[src/rtl/atten_pkg.sv]
package atten_pkg;

    // Latch controller states
    typedef enum logic [1:0] {
        ST_BOOT  = 2'd0,   // reset held; power-up code loaded on release
        ST_HOLD  = 2'd1,   // latch opaque
        ST_PASS  = 2'd2,   // latch transparent, source accepted
        ST_FAULT = 2'd3    // latch transparent, serial start bit set
    } latch_state_t;

endpackage

[src/rtl/atten_in_sync.sv]
module atten_in_sync #(
    parameter int W      = 1,
    parameter int STAGES = 2
) (
    input  logic         clk,
    input  logic [W-1:0] d_i,
    output logic [W-1:0] q_o
);

    logic [W-1:0] stg [STAGES];

    // Free-running chain: it settles during reset so that the
    // power-up decision sees the real latch-enable level.
    always_ff @(posedge clk) begin
        stg[0] <= d_i;
        for (int i = 1; i < STAGES; i++) begin
            stg[i] <= stg[i-1];
        end
    end

    assign q_o = stg[STAGES-1];

endmodule

[src/rtl/atten_ser_shreg.sv]
module atten_ser_shreg #(
    parameter int W = 6
) (
    input  logic         clk,
    input  logic         rst,
    input  logic         load_i,
    input  logic [W-1:0] load_val_i,
    input  logic         shift_i,
    input  logic         din_i,
    output logic [W-1:0] q_o
);

    always_ff @(posedge clk) begin
        if (rst) begin
            q_o <= '0;
        end else if (load_i) begin
            q_o <= load_val_i;
        end else if (shift_i) begin
            q_o <= {q_o[W-2:0], din_i};
        end
    end


    shift_left_chk: assert property (@(posedge clk) disable iff (rst)
        (!load_i && shift_i) |=> (q_o == {$past(q_o[W-2:0]), $past(din_i)}));

endmodule

[src/rtl/atten_latch_fsm.sv]
module atten_latch_fsm
    import atten_pkg::*;
#(
    parameter int CODE_W = 5
) (
    input  logic              clk,
    input  logic              rst,
    input  logic              ser_sel_i,
    input  logic              le_s_i,
    input  logic [CODE_W-1:0] par_code_i,
    input  logic              pwrup_sel_i,
    input  logic [CODE_W:0]   sr_word_i,
    output logic              boot_load_o,
    output logic [CODE_W-1:0] boot_code_o,
    output logic [CODE_W-1:0] code_o,
    output logic              err_o
);

    localparam logic [CODE_W-1:0] PUP_HI = CODE_W'(1) << (CODE_W - 1);

    latch_state_t state_q, state_nx;
    logic         start_bad;
    logic [CODE_W-1:0] src_code;

    assign start_bad   = ser_sel_i && sr_word_i[CODE_W];
    assign src_code    = ser_sel_i ? sr_word_i[CODE_W-1:0] : par_code_i;
    assign boot_load_o = (state_q == ST_BOOT);

    // Power-up code selection
    always_comb begin
        if (ser_sel_i || le_s_i) begin
            boot_code_o = par_code_i;
        end else if (pwrup_sel_i) begin
            boot_code_o = PUP_HI;
        end else begin
            boot_code_o = '0;
        end
    end

    // Next-state logic
    always_comb begin
        state_nx = state_q;
        unique case (state_q)
            ST_BOOT:  state_nx = ST_HOLD;
            ST_HOLD:  state_nx = !le_s_i ? ST_HOLD
                               : (start_bad ? ST_FAULT : ST_PASS);
            ST_PASS:  state_nx = !le_s_i ? ST_HOLD
                               : (start_bad ? ST_FAULT : ST_PASS);
            ST_FAULT: state_nx = !le_s_i ? ST_HOLD
                               : (start_bad ? ST_FAULT : ST_PASS);
        endcase
    end

    // State register
    always_ff @(posedge clk) begin
        if (rst) begin
            state_q <= ST_BOOT;
        end else begin
            state_q <= state_nx;
        end
    end

    // Outputs
    always_ff @(posedge clk) begin
        if (rst) begin
            code_o <= '0;
            err_o  <= 1'b0;
        end else if (state_q == ST_BOOT) begin
            code_o <= boot_code_o;
            err_o  <= 1'b0;
        end else begin
            unique case (state_nx)
                ST_PASS: begin
                    code_o <= src_code;
                    err_o  <= 1'b0;
                end
                ST_FAULT: err_o <= 1'b1;
                default: ;
            endcase
        end
    end


    opaque_hold_chk: assert property (@(posedge clk) disable iff (rst)
        (state_q != ST_BOOT && !le_s_i) |=> $stable(code_o));


    direct_follow_chk: assert property (@(posedge clk) disable iff (rst)
        (state_q != ST_BOOT && le_s_i && !ser_sel_i) |=> (code_o == $past(par_code_i)));


    serial_follow_chk: assert property (@(posedge clk) disable iff (rst)
        (state_q != ST_BOOT && le_s_i && ser_sel_i && !sr_word_i[CODE_W])
        |=> (code_o == $past(sr_word_i[CODE_W-1:0])));


    bad_start_chk: assert property (@(posedge clk) disable iff (rst)
        (state_q != ST_BOOT && le_s_i && start_bad) |=> ($stable(code_o) && err_o));


    pwrup_par_chk: assert property (@(posedge clk) disable iff (rst)
        (state_q == ST_BOOT && !ser_sel_i && !le_s_i)
        |=> (code_o == ($past(pwrup_sel_i) ? PUP_HI : '0)));

endmodule

[src/rtl/step_atten_ctrl.sv]
module step_atten_ctrl #(
    parameter int CODE_W      = 5,
    parameter int SYNC_STAGES = 2
) (
    input  logic              clk,
    input  logic              rst,
    input  logic              ser_sel_i,
    input  logic              le_i,
    input  logic              sclk_i,
    input  logic              sdata_i,
    input  logic [CODE_W-1:0] par_code_i,
    input  logic              pwrup_sel_i,
    output logic [CODE_W-1:0] atten_o,
    output logic              word_err_o
);

    localparam int SR_W = CODE_W + 1;

    logic [2:0]        raw_lines, syn_lines;
    logic              le_s, sclk_s, sdata_s, sclk_prev, sclk_rise;
    logic              boot_load;
    logic [CODE_W-1:0] boot_code;
    logic [SR_W-1:0]   sr_word;

    assign raw_lines = {le_i, sclk_i, sdata_i};

    atten_in_sync #(.W(3), .STAGES(SYNC_STAGES)) u_sync (
        .clk (clk),
        .d_i (raw_lines),
        .q_o (syn_lines)
    );

    assign le_s    = syn_lines[2];
    assign sclk_s  = syn_lines[1];
    assign sdata_s = syn_lines[0];

    always_ff @(posedge clk) begin
        sclk_prev <= sclk_s;
    end

    assign sclk_rise = sclk_s && !sclk_prev;

    atten_ser_shreg #(.W(SR_W)) u_shreg (
        .clk        (clk),
        .rst        (rst),
        .load_i     (boot_load),
        .load_val_i ({1'b0, boot_code}),
        .shift_i    (sclk_rise),
        .din_i      (sdata_s),
        .q_o        (sr_word)
    );

    atten_latch_fsm #(.CODE_W(CODE_W)) u_fsm (
        .clk         (clk),
        .rst         (rst),
        .ser_sel_i   (ser_sel_i),
        .le_s_i      (le_s),
        .par_code_i  (par_code_i),
        .pwrup_sel_i (pwrup_sel_i),
        .sr_word_i   (sr_word),
        .boot_load_o (boot_load),
        .boot_code_o (boot_code),
        .code_o      (atten_o),
        .err_o       (word_err_o)
    );


    reset_state_chk: assert property (@(posedge clk)
        rst |=> (atten_o == '0 && !word_err_o));

endmodule

[config.mk]
export PLATFORM = sky130hd
export DESIGN_NAME = step_atten_ctrl
export DESIGN_NICKNAME = d
export VERILOG_FILES = /design/src/rtl/atten_pkg.sv /design/src/rtl/atten_in_sync.sv /design/src/rtl/atten_ser_shreg.sv /design/src/rtl/atten_latch_fsm.sv /design/src/rtl/step_atten_ctrl.sv
export SDC_FILE = /design/constraint.sdc
export NUM_CORES = 1
export LEC_CHECK = 0
export BUFFER_PORTS_ARGS = -buffer_cell sky130_fd_sc_hd__buf_4
export CORE_MARGIN = 2
export CORE_UTILIZATION = 53
export CTS_CLUSTER_DIAMETER = 80
export DETAILED_ROUTE_END_ITERATION = 12
export PLACE_DENSITY = 0.79
export SLEW_MARGIN = 20
export SYNTH_ARGS = -nofsm -noshare
export SYNTH_HDL_FRONTEND = slang
export SYNTH_SLANG_ARGS = --single-unit
[constraint.sdc]
create_clock -name clk -period 1.9 [get_ports clk]
set_input_delay 0.38 -clock clk [delete_from_list [all_inputs] [get_ports clk]]
set_output_delay 0.38 -clock clk [all_outputs]
set_load 0.005 [all_outputs]
* Word-level counts from Yosys, hierarchy flattened
Memories as Yosys holds them, arrays and structs flattened. Index checks and enable logic that the tools add are counted.
Operators by class: equal/unequal tests 5, mux-type cells 11, reductions and logical operators 10
Operators by type and width (number):
- $mux W5 | 7
- $eq A2 B2 Y1 const B | 4
- $reduce_bool A2 Y1 | 3
- $pmux W2 S2 | 1
- $reduce_or A3 Y1 | 1
- $eq A2 B1 Y1 const B | 1
- $logic_and A1 B1 Y1 | 2
- $logic_not A2 Y1 | 1
- $mux W2 | 1
- $pmux W1 S2 | 1
- $reduce_or A2 Y1 | 1
- $logic_not A1 Y1 | 1
- $logic_or A1 B1 Y1 | 1
- $mux W1 | 1
Word-level totals: register bits after elaboration 15, RAM bits 6, input bits 12, output and inout bits 6, memories kept 1
Memories:
- u_sync.stg | depth 2, bits a word 3, read ports 2, clocked after Yosys merged registers in 0, write ports 2, RTL line atten_in_sync.sv:10 | logic [W-1:0] stg [STAGES];

* Depth between registers and ports, before layout
Gate-level depths: netlist (run 1).
word-level depth 7, mapped depth 5

* Hierarchy
From an unflattened synthesis (run 1), not the netlist that was laid out.
Second synthesis, totals: cell total of the unflattened synthesis 88, area total of the unflattened synthesis 900.9 µm²
By module, submodules not included:
- atten_latch_fsm | instances 1, cells an instance 50, area each 442.9 µm²
- atten_ser_shreg | instances 1, cells an instance 26, area each 277.8 µm²
- atten_in_sync | instances 1, cells an instance 9, area each 142.6 µm²
- step_atten_ctrl | instances 1, cells an instance 3, area each 37.5 µm²

* Worst setup path before layout (run 1)
OpenSTA, ideal clock, no wires.
path type input to register, start point in ser_sel_i, end point reg u_shreg.q_o[4], setup time 132 ps, data arrival time 999 ps, required time 1768 ps, path slack 769 ps, stages on the path 4, buffers on the path 0, cells stage by stage nor2_1 mux2_2 nand2_1 a21oi_1
Between the ends: word-level cells in the longest chain between the ends 3
Ends and longest elaborated chain:
- start: declaration | RTL line step_atten_ctrl.sv:7 | input logic ser_sel_i,
- $logic_or A1 B1 Y1 | RTL line atten_latch_fsm.sv:31 | if (ser_sel_i || le_s_i) begin
- $mux W5 | RTL line atten_latch_fsm.sv:31
- $mux W5 | RTL line atten_ser_shreg.sv:16 | end else if (load_i) begin
- end signal: assignment | RTL line atten_ser_shreg.sv:17 | q_o <= load_val_i;
- end signal: assignment | RTL line atten_ser_shreg.sv:19 | q_o <= {q_o[W-2:0], din_i};
- end: declaration | RTL line atten_ser_shreg.sv:10 | output logic [W-1:0] q_o
No other way between the ends. A chain may end at the register's enable or synchronous reset.

* Worst setup path in the final report (run 1)
start point reg u_fsm.state_q[1], end point reg u_fsm.code_o[1]
Between the ends: word-level cells in the longest chain between the ends 5, elaborated cells on any way between the ends 9, classes of those cells eq/ne (4); mux (2); reduce/logical (3)
Ends and longest elaborated chain:
- start: declaration | RTL line atten_latch_fsm.sv:21 | latch_state_t state_q, state_nx;
- start signal: assignment | RTL line atten_latch_fsm.sv:59 | state_q <= state_nx;
- $eq A2 B1 Y1 or $eq A2 B2 Y1 (tied branches) | RTL line atten_latch_fsm.sv:43 | unique case (state_q)
- $reduce_or A3 Y1 (no source line)
- $pmux W2 S2 | RTL line atten_latch_fsm.sv:43
- $eq A2 B2 Y1 | RTL line atten_latch_fsm.sv:72 | unique case (state_nx)
- $reduce_bool A2 Y1 (no source line)
- end signal: assignment | RTL line atten_latch_fsm.sv:69 | code_o <= boot_code_o;
- end signal: assignment | RTL line atten_latch_fsm.sv:74 | code_o <= src_code;
- end: declaration | RTL line atten_latch_fsm.sv:15 | output logic [CODE_W-1:0] code_o,
Several ways; a longest one is shown, not always the timed one.

==> impl_metrics.ini, run 1 <==
[run_status]
status = complete, no violations

[clocking]
numClockSinks = 21
ctsResizeCount = 0
insertion_delay_ns = 0.30
h-tree-depth = 1
post_cts_buffers = 0
cts-hold-fix-buffers = 0
cts-root-buf = clkbuf_4
clk_path_buf_depth = 2
cts_buffers = 3
clkTransAtPathRegs_ns = 0.12
tritoncts = built

[synthesis]
synth_xor_area_share_pct = 0
synthDistinctLibCells = 21
synthMuxAreaShare_pct = 13.0
synthTopCellsByArea = dfxtp_1 (55%), mux2_2 (8.8%), a21oi_1 (7.8%)
synth.avg_cell_area_um2 = 9.88
synth_seq_cells = 21
yosysWarnings = 0
yosysSeqAreaShare_pct = 54.5
syn_nets = 90
ys.flop_type = dfxtp_1
synth_commonest_cells = dfxtp_1 (21), nand2_1 (14), a21oi_1 (12), mux2_2 (6)
synth-compound-area-share_pct = 14.9
yosysTopAreaCellShare_pct = 54.5
synth-simple-area-share_pct = 15.9
synth_top_family_by_area = simple AND/OR/NAND/NOR gates
yosysTopAreaCell = dfxtp_1
synthAdderAreaFrac_pct = 0
netlist_area_um2 = 771
syn-instance-count = 78
synth_most_common_cell = dfxtp_1
synth_edf_count = 0
synthArstFlopShare_pct = 0

[critical_path]
crit_fanout = 9
critPathCapture = u_fsm.code_o[1]$_SDFFE_PP0P_
crit_required_ns = 2.13
crit_type = register to register
ff2ff_setup_slack_ns = 0.64
reg2reg_depth = 4
startpoint = u_fsm.state_q[1]$_SDFF_PP0_
cp.arrival_ns = 1.49
r2r-start = u_fsm.state_q[1]$_SDFF_PP0_
crit_path_end_kind = register
cp-start-kind = register
r2r_end = u_fsm.code_o[1]$_SDFFE_PP0P_

[routing]
drt-initial-drc-count = 2
firstDrtPassIters = 3
wl_per_cell_um = 12.8
drc = 0
drt-total-wl_um = 1440
vias_per_cell = 5.36
route.vias.total = 600
postRouteAntennaNets = 0

[worst_hold_path]
worstHoldStart = le_i
min_path_type = input pin to register

[sta]
fin_crit_sh_pct = 66.3
slew_viol_final = 0
whs_ns = 0.166
grt_setup_unrepaired = no
fin_worst_skew_ns = 0.0103
setup_tns_ns = 0
relSlewSlack_pct = 72.5
min_period_ns = 1.26
clock.fmax_ghz = 0.794
finalSetupViolCount = 0
finalHoldViolCount = 0
worst_slew_pin_slew_ns = 0.411

[run]
drv_cap = 0

[power_and_ir_drop]
comb_power_share_pct = 13.6
switching_power_mw = 0.203
power.share.clock_pct = 26.8
swShare_pct = 25.2
powerDensity_nw_per_um2 = 860
leakage_nw = 0.393
seq_power_share_pct = 59.6
ir_drop_mv = 0.755
p_int_mw = 0.604

[die]
ios = 18
rows = 13
die_area_um2 = 1780
core_um2 = 1330
start_util_pct = 57.8
die_x_um = 42.1
die_h_um = 42.1

[cells_and_area]
drive_gt1_share_pct = 29.9
final_nets = 110
n_antenna_cell = 0
syn_to_final_growth_pct = 21.8

[global_routing]
grt_max_degree = 15
track_usage_pct = 18.3
grt_pass1_wl_um = 2500
antenna_found_initial = 0
grt_pass1_vias = 584
gr-total-overflow = 0

[placed_design]
numPortBuffers = 17
place.gp.congestion = 0.800
dp_hpwl_um = 1110
## logic make-up (layout without fill, tap and decap cells)
| family | Yosys count | in the layout |
|---|---|---|
| simple gates | 27 | 27 |
| buf+inv | 3 | 22 |
| flops | 21 | 21 |
| compound gates | 19 | 19 |
| mux | 8 | 8 |
## registers in the layout (all words and copies together), names as in the netlist
signal         cells
u_fsm.code_o       5
u_shreg.q_o        6
u_fsm.state_q      2
sclk_prev          1
u_fsm.err_o        1
u_sync.stg         6
## how the worst min path moves through the flow
stage                                          end  depth (start not counted)
after floorplan           u_sync.stg[0][3]$_DFF_P_                          0
after global placement    u_sync.stg[0][5]$_DFF_P_                          0
after detailed placement  u_sync.stg[0][5]$_DFF_P_                          0
after CTS                 u_sync.stg[0][2]$_DFF_P_                          1
after global routing      u_sync.stg[0][0]$_DFF_P_                          1
final                     u_sync.stg[0][2]$_DFF_P_                          1
## cell type report
cell class,instances,area [µm²]
fillers,112,395
inverters,1,3.75
repair buffers,17,128
clock inverters,1,7.51
clock buffers,3,22.5
flip-flops and latches,21,420
multi-input cells,54,338
well taps,15,18.8
## routing by layer
layer,GRT usage [%],wire (µm),share of wire (%)
met1,23.5,707,49
met2,29.1,656,46
met3,5.17,55,3.8
met4,7.50,17,1.2
met5,0,0,0
## cell usage in the layout, fill, tap and decap left out, types with 3 or more instances in the layout
master	n
buf_4	17
nor2_1	4
a22oi_1	4
mux2_2	6
nor3_1	3
nand2_1	14
a21oi_1	12
clkbuf_4	3
dfxtp_1	21
## power groups by stage
stage / Clock, mW / Combinational [mW] / Sequential, mW
6_report: 0.217 / 0.110 / 0.481
3_5_place_dp: 0 / 0.110 / 0.491
2_1_floorplan: 0 / 0.0657 / 0.488
5_1_grt: 0.244 / 0.120 / 0.484
3_3_place_gp: 0 / 0.107 / 0.490
4_1_cts: 0.224 / 0.110 / 0.481
## critical path, stage by stage, from the launching register on
cell	delay [ns]
dfxtp_1	0.33
or2_1	0.37
mux2i_4	0.24
a22oi_1	0.09
a21oi_1	0.15
## metrics by stage
step                utilization [%]  total power, mW  setup WS, ns  cells  cell area (µm²)
floorplan                         -            0.554         0.769     78              771
global placement               68.1            0.597         0.567    108              908
detailed placement             68.1            0.601         0.566    108              908
CTS                            70.4            0.815         0.627    112              938
global route                   70.4            0.848         0.509    112              938
finish                         70.4            0.807         0.640    112              938
Note: power is estimated with default switching activity, not from simulation.
==> run 2: changes to the inputs <==
--- a/config.mk
+++ b/config.mk
@@ -7,10 +7,10 @@
 export LEC_CHECK = 0
 export BUFFER_PORTS_ARGS = -buffer_cell sky130_fd_sc_hd__buf_4
 export CORE_MARGIN = 2
-export CORE_UTILIZATION = 53
+export CORE_UTILIZATION = 49
 export CTS_CLUSTER_DIAMETER = 80
 export DETAILED_ROUTE_END_ITERATION = 12
-export PLACE_DENSITY = 0.79
+export PLACE_DENSITY = 0.74
 export SLEW_MARGIN = 20
 export SYNTH_ARGS = -nofsm -noshare
 export SYNTH_HDL_FRONTEND = slang
==> constraint.sdc (replaced) <==
create_clock -name clk -period 1.2 [get_ports clk]
set_input_delay 0.24 -clock clk [delete_from_list [all_inputs] [get_ports clk]]
set_output_delay 0.24 -clock clk [all_outputs]
set_load 0.005 [all_outputs]
==> run 2 against run 1 <==
  * Design area is 4.1% higher
  * Critical path depth stayed put
  * Sequential power is 59% higher
  * Sequential share of layout area is 1.4 points lower
  * First-iteration DRC count grew to 2.5 times the previous value
  * Die area is 7.4% higher
==> impl_metrics.ini, run 2 (synthesized netlist as in run 1, its figures left out) <==
[clocking]
post_cts_buffers = 0
cts-hold-fix-buffers = 0
cts_buffers = 3
numClockSinks = 21
tritoncts = built
clk_path_buf_depth = 2
clkTransAtPathRegs_ns = 0.11
cts-root-buf = clkbuf_4
h-tree-depth = 1
ctsResizeCount = 0
insertion_delay_ns = 0.31

[critical_path]
crit_path_end_kind = register
path_cells = nor2_1, mux2_2, nand2_1, a21oi_1
timing.critical_path.buf_inv = 0
crit_type = register to register
cp.arrival_ns = 1.34
cp-start-kind = register
crit_slowest_cell = dfxtp_4
crit_required_ns = 1.41
cp_slowest_stage_delay_ns = 0.37
path_delay_family = flip-flops
crit_fanout = 5

[power_and_ir_drop]
ir_drop_mv = 0.878
powerDensity_nw_per_um2 = 1320
leakage_nw = 0.418
finalPower_mw = 1.29

[placed_design]
pre_cts_slack_ns = 0.0207
numPortBuffers = 17
dp_hpwl_um = 1150
dpl-instance-area_um2 = 940
place.gp.congestion = 0.739

[cells_and_area]
reg_top3 = u_shreg.q_o x6, u_sync.stg x6, u_fsm.code_o x5
mostFrequentLayoutCells = buf_4 (21), dfxtp_1 (20), nand2_1 (14), a21oi_1 (12), mux2_2 (6)
finalInstanceArea_um2 = 977
n_fill_cell = 130
n_antenna_cell = 0
final_common_cell = buf_4
syn_to_final_growth_pct = 26.8
drive_gt1_share_pct = 36.6
final_nets = 114

[worst_hold_path]
min_path_type = input pin to register

[global_routing]
grtUsageMet3_pct = 2.92
grt_max_degree = 15
met1_usage_pct = 25.2
grt_pass1_wl_um = 2590
grt_pass1_vias = 595
antenna_found_initial = 0
met2_usage_pct = 27.4
track_usage_pct = 18.7
grt-busiest-layer = met2
gr-total-overflow = 0

[routing]
drt-initial-drc-count = 5
postRouteAntennaNets = 0
route.vias.total = 616
firstDrtPassIters = 4
drt-total-wl_um = 1480
wl_per_cell_um = 12.7
vias_per_cell = 5.26
drc = 0

[sta]
slew_viol_final = 0
fin_worst_skew_ns = 0.00468
min_period_ns = 1.13
clock.fmax_ghz = 0.882
grt_setup_unrepaired = yes
worst_slew_pin_slew_ns = 0.262
finalSetupViolCount = 0
fin_crit_sh_pct = 94.4
timing.final.ws_setup_ns = 0.0667
relSlewSlack_pct = 82.4
finalHoldViolCount = 0

[die]
core_um2 = 1490
die_area_um2 = 1910
rows = 14
start_util_pct = 51.8
die_x_um = 43.7
ios = 18
die_h_um = 43.7

[run]
drv_cap = 0

[run_status]
status = complete, no violations
==> run 2: changes by cell type in the layout (fill, tap and decap cells not counted), sizes merged <==
cell	delta
buf	+4
clkinv	+1
clkinvlp	-1
==> run 2: area by class of cell <==
| class | count | area (µm²) | share of cell area (%) |
|---|---|---|---|
| clock inverter | 1 | 5.00 | 0.512 |
| sequential | 21 | 424 | 43.4 |
| tap | 16 | 20.0 | 2.05 |
| multi-input combinational | 54 | 344 | 35.2 |
| timing repair buffer | 21 | 158 | 16.1 |
| inverter | 1 | 3.75 | 0.384 |
| clock buffer | 3 | 22.5 | 2.30 |
==> run 2: metal layers <==
metal,vias to the layer above,share of wire (%)
met3,5,4.5
met4,0,2.7
met5,-,0
met1,278,49
li1,318,-
met2,15,43
==> run 2: stage by stage <==
step	utilization [%]	TNS, ns	hold slack, ns	instances
floorplan	-	0	0.268	78
global route	65.6	-0.00855	0.0132	117
finish	65.6	0	0.0250	117
detailed placement	63.1	0	0.318	113
CTS	65.0	0	0.0137	117
global placement	63.1	0	0.311	113
==> run 2: report_power, final <==
| group | switching [mW] | total (mW) | internal, mW | leakage [nW] |
|---|---|---|---|---|
| clock | 0.208 | 0.333 | 0.125 | 0.0177 |
| combinational | 0.0848 | 0.191 | 0.106 | 0.225 |
| sequential | 0.0248 | 0.763 | 0.738 | 0.175 |
| total | 0.318 | 1.29 | 0.969 | 0.418 |
==> run 2: worst paths after layout <==
check | startpoint | endpoint | slack [ns] | cells after the start
max | u_sync.stg[0][5]$_DFF_P_ | u_shreg.q_o[4]$_SDFFE_PP0P_ | 0.07 | 4
max reg2reg | u_sync.stg[0][5]$_DFF_P_ | u_shreg.q_o[4]$_SDFFE_PP0P_ | 0.07 | 4
min reg2reg | u_sync.stg[0][2]$_DFF_P_ | u_sync.stg[0][5]$_DFF_P_ | 0.34 | 0
min | le_i | u_sync.stg[0][2]$_DFF_P_ | 0.03 | 1
